[config.mk]
export PLATFORM = sky130hd
export DESIGN_NAME = ddr_rd_bank_tracker
export DESIGN_NICKNAME = d
export VERILOG_FILES = /design/src/rtl/ddr_rd_pkg.sv /design/src/rtl/ddr_rd_bank_slot.sv /design/src/rtl/ddr_rd_burst_seq.sv /design/src/rtl/ddr_rd_bank_tracker.sv
export SDC_FILE = /design/constraint.sdc
export NUM_CORES = 1
export LEC_CHECK = 0
export CAP_MARGIN = 30
export CORE_MARGIN = 5
export CORE_UTILIZATION = 56
export DETAILED_ROUTE_END_ITERATION = 10
export PLACE_DENSITY_LB_ADDON = 0.25
export SLEW_MARGIN = 20
export SYNTH_ARGS = -nofsm -noshare
export SYNTH_HDL_FRONTEND = slang
export SYNTH_SLANG_ARGS = --single-unit
[constraint.sdc]
create_clock -name clk -period 2.4 [get_ports clk]
set_input_delay 0.24 -clock clk [delete_from_list [all_inputs] [get_ports clk]]
set_output_delay 0.24 -clock clk [all_outputs]
set_load 0.02 [all_outputs]
[src/rtl/ddr_rd_pkg.sv]
package ddr_rd_pkg;
   typedef enum logic [2:0] {
      CMD_NOP = 3'd0,
      CMD_ACT = 3'd1,
      CMD_RD  = 3'd2,
      CMD_RDA = 3'd3,
      CMD_PRE = 3'd4
   } cmd_e;

   typedef enum logic [1:0] {
      BK_IDLE = 2'd0,
      BK_OPEN = 2'd1,
      BK_LOCK = 2'd2
   } bank_st_e;

   // largest burst in clock cycles (8 words, two per clock)
   localparam int MAX_BEATS = 4;
   localparam int BW        = $clog2(MAX_BEATS + 1);
endpackage

[src/rtl/ddr_rd_bank_slot.sv]
module ddr_rd_bank_slot
   import ddr_rd_pkg::*;
#(
   parameter int TRCD = 3
) (
   input  logic     clk,
   input  logic     rst_n,
   input  logic     do_act,
   input  logic     do_pre,
   input  logic     do_lock,
   input  logic     do_release,
   output bank_st_e st,
   output logic     trcd_ok
);
   localparam int CW = $clog2(TRCD + 1);

   logic [CW-1:0] since_act;

   always_ff @(posedge clk) begin
      if (!rst_n) begin
         st        <= BK_IDLE;
         since_act <= '0;
      end else if (do_act) begin
         st        <= BK_OPEN;
         since_act <= CW'(1);
      end else if (do_lock) begin
         st        <= BK_LOCK;
      end else if (do_pre || do_release) begin
         st        <= BK_IDLE;
      end else if (st == BK_OPEN && since_act < CW'(TRCD)) begin
         since_act <= since_act + CW'(1);
      end
   end

   assign trcd_ok = (since_act >= CW'(TRCD));
endmodule

[src/rtl/ddr_rd_burst_seq.sv]
module ddr_rd_burst_seq
   import ddr_rd_pkg::*;
#(
   parameter int BA_W = 2,
   parameter int CLW  = 3
) (
   input  logic            clk,
   input  logic            rst_n,
   input  logic            start,
   input  logic            start_ap,
   input  logic [BA_W-1:0] start_bank,
   input  logic            pre_req,
   input  logic [BA_W-1:0] pre_bank,
   input  logic [CLW-1:0]  cas_lat,
   input  logic [BW-1:0]   beats,
   output logic            busy,
   output logic            rd_valid,
   output logic            rd_last,
   output logic            burst_cut,
   output logic            rel_fire,
   output logic [BA_W-1:0] rel_bank
);
   logic [CLW-1:0]  lat_cnt;
   logic [BW-1:0]   beat_cnt;
   logic [BA_W-1:0] cur_bank;
   logic            cur_ap;
   logic            cut;

   assign rd_valid = busy && (lat_cnt == '0);
   assign rd_last  = rd_valid && (beat_cnt == BW'(1));
   assign cut      = pre_req && busy && (pre_bank == cur_bank) && !rd_last;
   assign rel_fire = rd_last && cur_ap;
   assign rel_bank = cur_bank;

   always_ff @(posedge clk) begin
      if (!rst_n) begin
         busy      <= 1'b0;
         lat_cnt   <= '0;
         beat_cnt  <= '0;
         cur_bank  <= '0;
         cur_ap    <= 1'b0;
         burst_cut <= 1'b0;
      end else begin
         burst_cut <= cut;
         if (start) begin
            busy     <= 1'b1;
            lat_cnt  <= cas_lat - CLW'(1);
            beat_cnt <= beats;
            cur_bank <= start_bank;
            cur_ap   <= start_ap;
         end else if (cut) begin
            busy     <= 1'b0;
         end else if (busy) begin
            if (lat_cnt != '0)
               lat_cnt <= lat_cnt - CLW'(1);
            else if (beat_cnt == BW'(1))
               busy <= 1'b0;
            else
               beat_cnt <= beat_cnt - BW'(1);
         end
      end
   end
endmodule

[src/rtl/ddr_rd_bank_tracker.sv]
module ddr_rd_bank_tracker
   import ddr_rd_pkg::*;
#(
   parameter int NUM_BANKS = 4,
   parameter int TRCD      = 3,
   parameter int CL_MIN    = 2,
   parameter int CL_MAX    = 4,
   localparam int BA_W     = $clog2(NUM_BANKS),
   localparam int CLW      = $clog2(CL_MAX + 1)
) (
   input  logic                 clk,
   input  logic                 rst_n,
   input  logic [2:0]           cmd,
   input  logic [BA_W-1:0]      bank,
   input  logic [CLW-1:0]       cfg_cas_lat,
   input  logic [1:0]           cfg_burst_code,
   output logic [NUM_BANKS-1:0] rd_legal,
   output logic                 rd_valid,
   output logic                 rd_last,
   output logic                 burst_cut,
   output logic                 proto_err
);
   generate
      if (NUM_BANKS < 2 || (NUM_BANKS & (NUM_BANKS - 1)) != 0) begin : g_bad_banks
         $error("NUM_BANKS must be a power of two, at least 2");
      end
      if (TRCD < 1) begin : g_bad_trcd
         $error("TRCD must be at least 1");
      end
      if (CL_MIN < 1 || CL_MAX < CL_MIN) begin : g_bad_cl
         $error("CAS latency bounds are inconsistent");
      end
   endgenerate

   // configuration captured during reset
   logic [CLW-1:0] cl_q, cl_clamped;
   logic [BW-1:0]  beats_q, beats_dec;

   always_comb begin
      if (cfg_cas_lat < CLW'(CL_MIN))      cl_clamped = CLW'(CL_MIN);
      else if (cfg_cas_lat > CLW'(CL_MAX)) cl_clamped = CLW'(CL_MAX);
      else                                 cl_clamped = cfg_cas_lat;
      case (cfg_burst_code)
         2'd0:    beats_dec = BW'(1);
         2'd1:    beats_dec = BW'(2);
         default: beats_dec = BW'(MAX_BEATS);
      endcase
   end

   always_ff @(posedge clk) begin
      if (!rst_n) begin
         cl_q    <= cl_clamped;
         beats_q <= beats_dec;
      end
   end

   // command acceptance
   logic [NUM_BANKS-1:0] idle_vec, lock_vec;
   logic                 is_act, is_rd, is_rda, is_pre, known;
   logic                 acc_act, acc_rd, acc_pre, reject;
   logic                 busy, rel_fire;
   logic [BA_W-1:0]      rel_bank;

   assign is_act  = (cmd == CMD_ACT);
   assign is_rd   = (cmd == CMD_RD);
   assign is_rda  = (cmd == CMD_RDA);
   assign is_pre  = (cmd == CMD_PRE);
   assign known   = is_act || is_rd || is_rda || is_pre;
   assign acc_act = is_act && idle_vec[bank];
   assign acc_rd  = (is_rd || is_rda) && rd_legal[bank];
   assign acc_pre = is_pre && !lock_vec[bank];
   assign reject  = known && !(acc_act || acc_rd || acc_pre);

   always_ff @(posedge clk) begin
      if (!rst_n) proto_err <= 1'b0;
      else        proto_err <= reject;
   end

   generate
      for (genvar b = 0; b < NUM_BANKS; b++) begin : g_bank
         bank_st_e st;
         logic     trcd_ok, hit;
         assign hit = (bank == BA_W'(b));

         ddr_rd_bank_slot #(.TRCD(TRCD)) u_slot (
            .clk        (clk),
            .rst_n      (rst_n),
            .do_act     (acc_act && hit),
            .do_pre     (acc_pre && hit),
            .do_lock    (acc_rd && is_rda && hit),
            .do_release (rel_fire && rel_bank == BA_W'(b)),
            .st         (st),
            .trcd_ok    (trcd_ok)
         );

         assign idle_vec[b] = (st == BK_IDLE);
         assign lock_vec[b] = (st == BK_LOCK);
         assign rd_legal[b] = (st == BK_OPEN) && trcd_ok && !busy;
      end
   endgenerate

   ddr_rd_burst_seq #(.BA_W(BA_W), .CLW(CLW)) u_burst (
      .clk        (clk),
      .rst_n      (rst_n),
      .start      (acc_rd),
      .start_ap   (is_rda),
      .start_bank (bank),
      .pre_req    (acc_pre),
      .pre_bank   (bank),
      .cas_lat    (cl_q),
      .beats      (beats_q),
      .busy       (busy),
      .rd_valid   (rd_valid),
      .rd_last    (rd_last),
      .burst_cut  (burst_cut),
      .rel_fire   (rel_fire),
      .rel_bank   (rel_bank)
   );
endmodule

== Yosys cells after proc, flatten, opt, wreduce, memory -nomap -nowiden ==
Index checks and enable logic that the tools add are counted.
Cells by class
  magnitude comparators: 11
  equality and inequality tests: 32
  reductions and logical operators: 91
  bitwise logic cells: 9
  add/subtract/negate cells: 7
  mux-type cells: 50
Operators by type and width (count)
  $logic_and A1 B1 Y1: 39
  $mux W3: 10
  $mux W1: 28
  $reduce_and A3 Y1: 9
  $reduce_bool A2 Y1: 10
  $eq A2 B2 Y1 const B: 8
  $mux W2: 8
  $ne A2 B1 Y1 const B: 8
  $reduce_bool A3 Y1: 5
  $eq A2 B1 Y1 const B: 7
  $logic_not A2 Y1: 7
  $logic_or A1 B1 Y1: 10
  $reduce_or A2 Y1: 5
  $not A1 Y1: 9
  $sub A3 B1 Y3 const B: 3
  $add A2 B1 Y2 const B: 4
  $ge A2 B2 Y1 const B: 4
  $lt A2 B2 Y1 const B: 4
  $bmux W1 S2: 3
  $eq A3 B1 Y1 const B: 2
  $eq A3 B2 Y1 const B: 2
  $ne A2 B2 Y1 const B: 3
  $pmux W3 S2: 1
  $logic_not A1 Y1: 4
  other kinds (7): 7
Word-level totals
  bits of input ports: 12
  output and inout bits: 8
  word-level logic and storage cells: 226
  register bits: 34

== Longest topological paths before layout ==
  word-level depth: 10
  mapped depth: 11

== Modules after synthesis ==
From an unflattened synthesis, not the netlist that was laid out.
Unflattened totals
  cell total of the unflattened synthesis: 216
  area total of the unflattened synthesis: 2029.4 um2
Modules (own cells, without submodules)
  ddr_rd_bank_slot: times used 4, cells an instance 19, area each 202.7 um2, seq. area each 80.1 um2
  ddr_rd_burst_seq: times used 1, cells an instance 68, area each 620.6 um2, seq. area each 220.2 um2
  ddr_rd_bank_tracker: times used 1, cells an instance 72, area each 598.1 um2, seq. area each 200.2 um2

== Least setup slack after synthesis ==
Ideal clock, no wire load.
  path kind: reg2reg
  from: register g_bank[3].u_slot.since_act[0]
  to: register u_burst.lat_cnt[2]
  setup slack: -442 ps
  arrival: 2720 ps
  buffers on the path: 1
  setup time: 122 ps
  clock period less this slack: 2842 ps
  stages on the path, launching flop included: 12
  cells stage by stage: dfxtp_1 -> ha_1 -> nor4bb_1 -> o221a_1 -> and2_1 -> buf_2 -> nand2_1 -> a21boi_0 -> ha_1 -> xor2_1 -> o21ai_0 -> nor3b_1
On the way
  longest elaborated chain between the ends: 8
  elaborated cells on any way between the ends: 11
RTL lines
  from (decl): line ddr_rd_bank_slot.sv:17  | logic [CW-1:0] since_act;
  from (signal assigned): line ddr_rd_bank_slot.sv:31  | since_act <= since_act + CW'(1);
  $ge A2 B2 Y1 *: line ddr_rd_bank_slot.sv:35  | assign trcd_ok = (since_act >= CW'(TRCD));
  $logic_and A1 B1 Y1 * (2 in series): line ddr_rd_bank_tracker.sv:98  | assign rd_legal[b] = (st == BK_OPEN) && trcd_ok && !busy;
  via rd_legal[3]: line ddr_rd_bank_tracker.sv:17  | output logic [NUM_BANKS-1:0] rd_legal,
  $bmux W1 S2 *: line ddr_rd_bank_tracker.sv:70  | assign acc_rd = (is_rd || is_rda) && rd_legal[bank];
  $mux W1 (not written as such) *: line ddr_rd_bank_tracker.sv:70
  $logic_and A1 B1 Y1 *: line ddr_rd_bank_tracker.sv:70
  $ne A2 B2 Y1 (no source line) or $reduce_bool A2 Y1 (tied branches)
  $reduce_and A3 Y1 (no source line)
  to (signal assigned): line ddr_rd_burst_seq.sv:47  | lat_cnt <= cas_lat - CLW'(1);
  to (signal assigned): line ddr_rd_burst_seq.sv:55  | lat_cnt <= lat_cnt - CLW'(1);
  to (decl): line ddr_rd_burst_seq.sv:23  | logic [CLW-1:0] lat_cnt;
The timed path passes the listed nets; every way through them passes the cells marked *. The select of a mux whose other input is x is not followed.
A chain may end at the register's enable or synchronous reset.

== Worst setup path after layout ==
  from: register g_bank[0].u_slot.since_act[0]
  to: register u_burst.lat_cnt[2]
On the way
  longest elaborated chain between the ends: 8
  elaborated cells on any way between the ends: 11
RTL lines (line)
  from (decl): ddr_rd_bank_slot.sv:17
  from (signal assigned): ddr_rd_bank_slot.sv:31
  $ge A2 B2 Y1 *: ddr_rd_bank_slot.sv:35
  $logic_and A1 B1 Y1 * (2 in series): ddr_rd_bank_tracker.sv:98
  $bmux W1 S2 *: ddr_rd_bank_tracker.sv:70
  $mux W1 (not written as such) *: ddr_rd_bank_tracker.sv:70
  $logic_and A1 B1 Y1 *: ddr_rd_bank_tracker.sv:70
  $ne A2 B2 Y1 (no source line) or $reduce_bool A2 Y1 (tied branches)
  $reduce_and A3 Y1 (no source line)
Mark *: on every way between the ends. The rest lies on a longest branch, timed or not. The select of a mux whose other input is x is not followed.

==> results.py <==
metrics = {
    "final_layout": {
        "finish.utilization_pct": 75.7,
        "finalNetCount": 284,
        "final_cell_area_um2": 2510,
        "synthToLayoutAreaGrowth_pct": 31.0,
        "antenna_cells": 0,
        "drive_above_1_share_pct": 21.8,
    },
    "logic_synthesis": {
        "synth_edf_count": 6,
        "yosys-top-cells-area": "dfxtp_1 (29%), edfxtp_1 (9.4%), a21oi_1 (4.7%), ha_1 (4.6%), nand2_1 (3.5%)",
        "syn-cell-area_um2": 1910,
        "synthDistinctLibCells": 50,
        "postSynthNetCount": 239,
        "ys_warn_count": 0,
        "yosysTopAreaCell": "dfxtp_1",
        "synth_top_cell_area_share_pct": 29.3,
        "synth_flop_cell": "dfxtp_1",
        "syn_inst": 220,
        "ys_ff_latch": 34,
        "synth-seq-area-share_pct": 38.7,
        "avgSynthCellArea_um2": 8.70,
        "synth-async-reset-ratio_pct": 0,
    },
    "setup_path": {
        "crit_type": "reg -> reg",
        "end_kind": "register",
        "path_max_fanout": 4,
        "start_kind": "register",
        "cp.arrival_ps": 2460,
        "required_ps": 2680,
    },
    "worst_hold_path": {
        "min_path_type": "reg -> reg",
    },
    "route": {
        "first_pass_iters": 4,
        "dr_total_vias": 1820,
        "drc": 0,
        "drt_iter0_markers": 165,
        "wl_um": 4800,
        "wire_per_inst_um": 15.4,
        "via_per_inst": 5.83,
        "ant_nets": 0,
    },
    "sta": {
        "tightest_slew_ps": 654,
        "fin_crit_sh_pct": 91.0,
        "setup_viol": 0,
        "fmax_mhz": 458,
        "whs_ps": 474,
        "relSlewSlack_pct": 56.3,
        "finClkSkew_ps": 6.16,
        "maxSlewViolCount": 0,
        "fin_crit_ps": 2180,
        "rsz0062_at_grt": "no",
        "finalHoldViolCount": 0,
    },
    "place": {
        "portBuffers": 19,
        "hpwl_um": 3600,
        "place_area_um2": 2390,
        "place_congestion": 0.915,
    },
    "global_route": {
        "grt_pass1_vias": 1742,
        "antenna_found_initial": 0,
        "overflow": 0,
        "grt_usage_pct": 22.8,
        "grt_pass1_wl_um": 7920,
        "grt_max_degree": 19,
    },
    "floorplanning": {
        "die_h_um": 68.5,
        "die_w_um": 68.5,
        "rows": 21,
        "io_pins": 20,
        "start_util_pct": 57.8,
        "die-area_um2": 4690,
        "core_um2": 3310,
    },
    "clock_tree": {
        "cts_tree": "yes",
        "cts_made_buffers": 5,
        "clk_latency_ps": 350,
        "cts_root_buf": "clkbuf_4",
        "cts_hold_buf": 0,
        "clock-sinks": 34,
        "path_clk_slew_ps": 110,
        "h-tree-depth": 2,
        "clockBufferDepth": 2,
    },
    "power_and_ir_drop": {
        "powerDensity_nw_per_um2": 536,
        "p_leak_nw": 0.931,
        "ir_drop_mv": 0.451,
        "total_power_mw": 1.34,
    },
    "outcome": {
        "outcome": "finished clean",
    },
    "job": {
        "maxCapViolations": 0,
    },
}
worst max-delay path, cell delays in order, from the launching register on:
cell      delay (ps)
dfxtp_1          370
ha_1             180
nor4bb_4         320
o22a_1           220
and2_2           210
mux2i_1          210
ha_1             200
xor2_1           140
o21ai_0           80
nor3b_1          180
through the flow:
step	instances	TNS (ps)	worst slack, ps
after CTS	311	0	61.2
after global placement	303	-124	-124
after global routing	312	0	1.39
final	312	0	216
after detailed placement	303	-330	-146
after floorplan	220	0	9.25
repair_timing:
| action | in CTS | in global routing |
|---|---|---|
| endpoints found under the setup margin | 0 | 2 |
| setup buffers | 0 | 1 |
| gates resized for setup | 0 | 5 |
power by group:
part | switching, mW | internal, mW | total [mW]
Clock | 0.212 | 0.321 | 0.533
Sequential | 0.0203 | 0.606 | 0.626
Combinational | 0.0926 | 0.0927 | 0.185
Total | 0.325 | 1.02 | 1.34
cell usage after synthesis (2+ instances only):
master	n
a21oi_1	18
a31oi_1	4
and2_1	4
and3_1	2
buf_2	4
clkbuf_1	6
dfxtp_1	28
edfxtp_1	6
ha_1	7
inv_1	8
mux2i_1	4
nand2_1	18
nand2_2	2
nand2b_1	3
nand3_1	11
nand3b_1	2
nand4_1	3
nand4b_1	2
nor2_1	18
nor2b_1	5
nor3_1	8
nor3b_1	3
nor4_1	2
nor4bb_1	5
o211ai_1	3
o21a_1	2
o21ai_0	8
o31ai_1	3
or2_2	3
or3_1	2
or3b_4	2
or4_1	2
xnor2_1	4
xor2_1	2
final timing paths:
kind | from | end | slack [ps] | cells past startpoint
setup / recovery | g_bank[0].u_slot.since_act[0]$_SDFFE_PN0P_ | u_burst.lat_cnt[2]$_SDFFE_PN0P_ | 220 | 9
hold / removal | u_burst.cur_ap$_SDFFE_PN0N_ | u_burst.cur_ap$_SDFFE_PN0N_ | 470 | 2
setup reg to reg | g_bank[0].u_slot.since_act[0]$_SDFFE_PN0P_ | u_burst.lat_cnt[2]$_SDFFE_PN0P_ | 220 | 9
hold reg to reg | u_burst.cur_ap$_SDFFE_PN0N_ | u_burst.cur_ap$_SDFFE_PN0N_ | 470 | 2
layer usage:
| layer | GRT usage [%] | part of all wire, % | routed length, um | vias to the layer above |
|---|---|---|---|---|
| met1 | 28.4 | 45 | 2160 | 857 |
| li1 | - | - | - | 902 |
| met2 | 37.1 | 47 | 2240 | 49 |
| met4 | 11.7 | 2.2 | 106 | 0 |
| met3 | 4.43 | 5.9 | 283 | 12 |
| met5 | 0 | 0 | 0 | - |
cells by family (layout without fill, tap and decap cells):
logic type | after synthesis | after routing | synth area share, %
and+or+nand+nor | 101 | 101 | 30.1
AOI/OAI and AO/OA | 48 | 48 | 16.2
DFF | 34 | 34 | 38.7
buffers and inverters | 18 | 64 | 3.79
adders and majority gates | 7 | 7 | 4.58
xor gates and xnor gates | 6 | 6 | 2.75
muxes | 6 | 6 | 3.86
cell usage in the layout, fill, tap and decap left out, types with 7 or more instances in the layout:
cell type        instances
a21oi_1                 18
buf_4                   29
clkdlybuf4s50_1         19
dfxtp_1                 26
ha_1                     7
inv_1                    8
nand2_1                 18
nand3_1                 11
nor2_1                  18
nor3_1                   8
o21ai_0                  8
state kept, by name, indices dropped and copies added (netlist names):
register and flops:
cl_q 3, g_bank.u_slot.st 8, u_burst.lat_cnt 3, u_burst.rel_bank 2, u_burst.busy 1, g_bank.u_slot.since_act 8
beats_q 3, u_burst.beat_cnt 3, proto_err 1, u_burst.burst_cut 1, u_burst.cur_ap 1
final cells by class:
cell class              count  area, um2
multi-input cells         168       1170
repair buffers             48        408
clock buffers               5       37.5
well taps                  46       57.6
inverters                   8       30.0
flip-flops and latches     34        743
fillers                   263        805
clock inverters             3       63.8
Power figures use the tool's default switching activity.
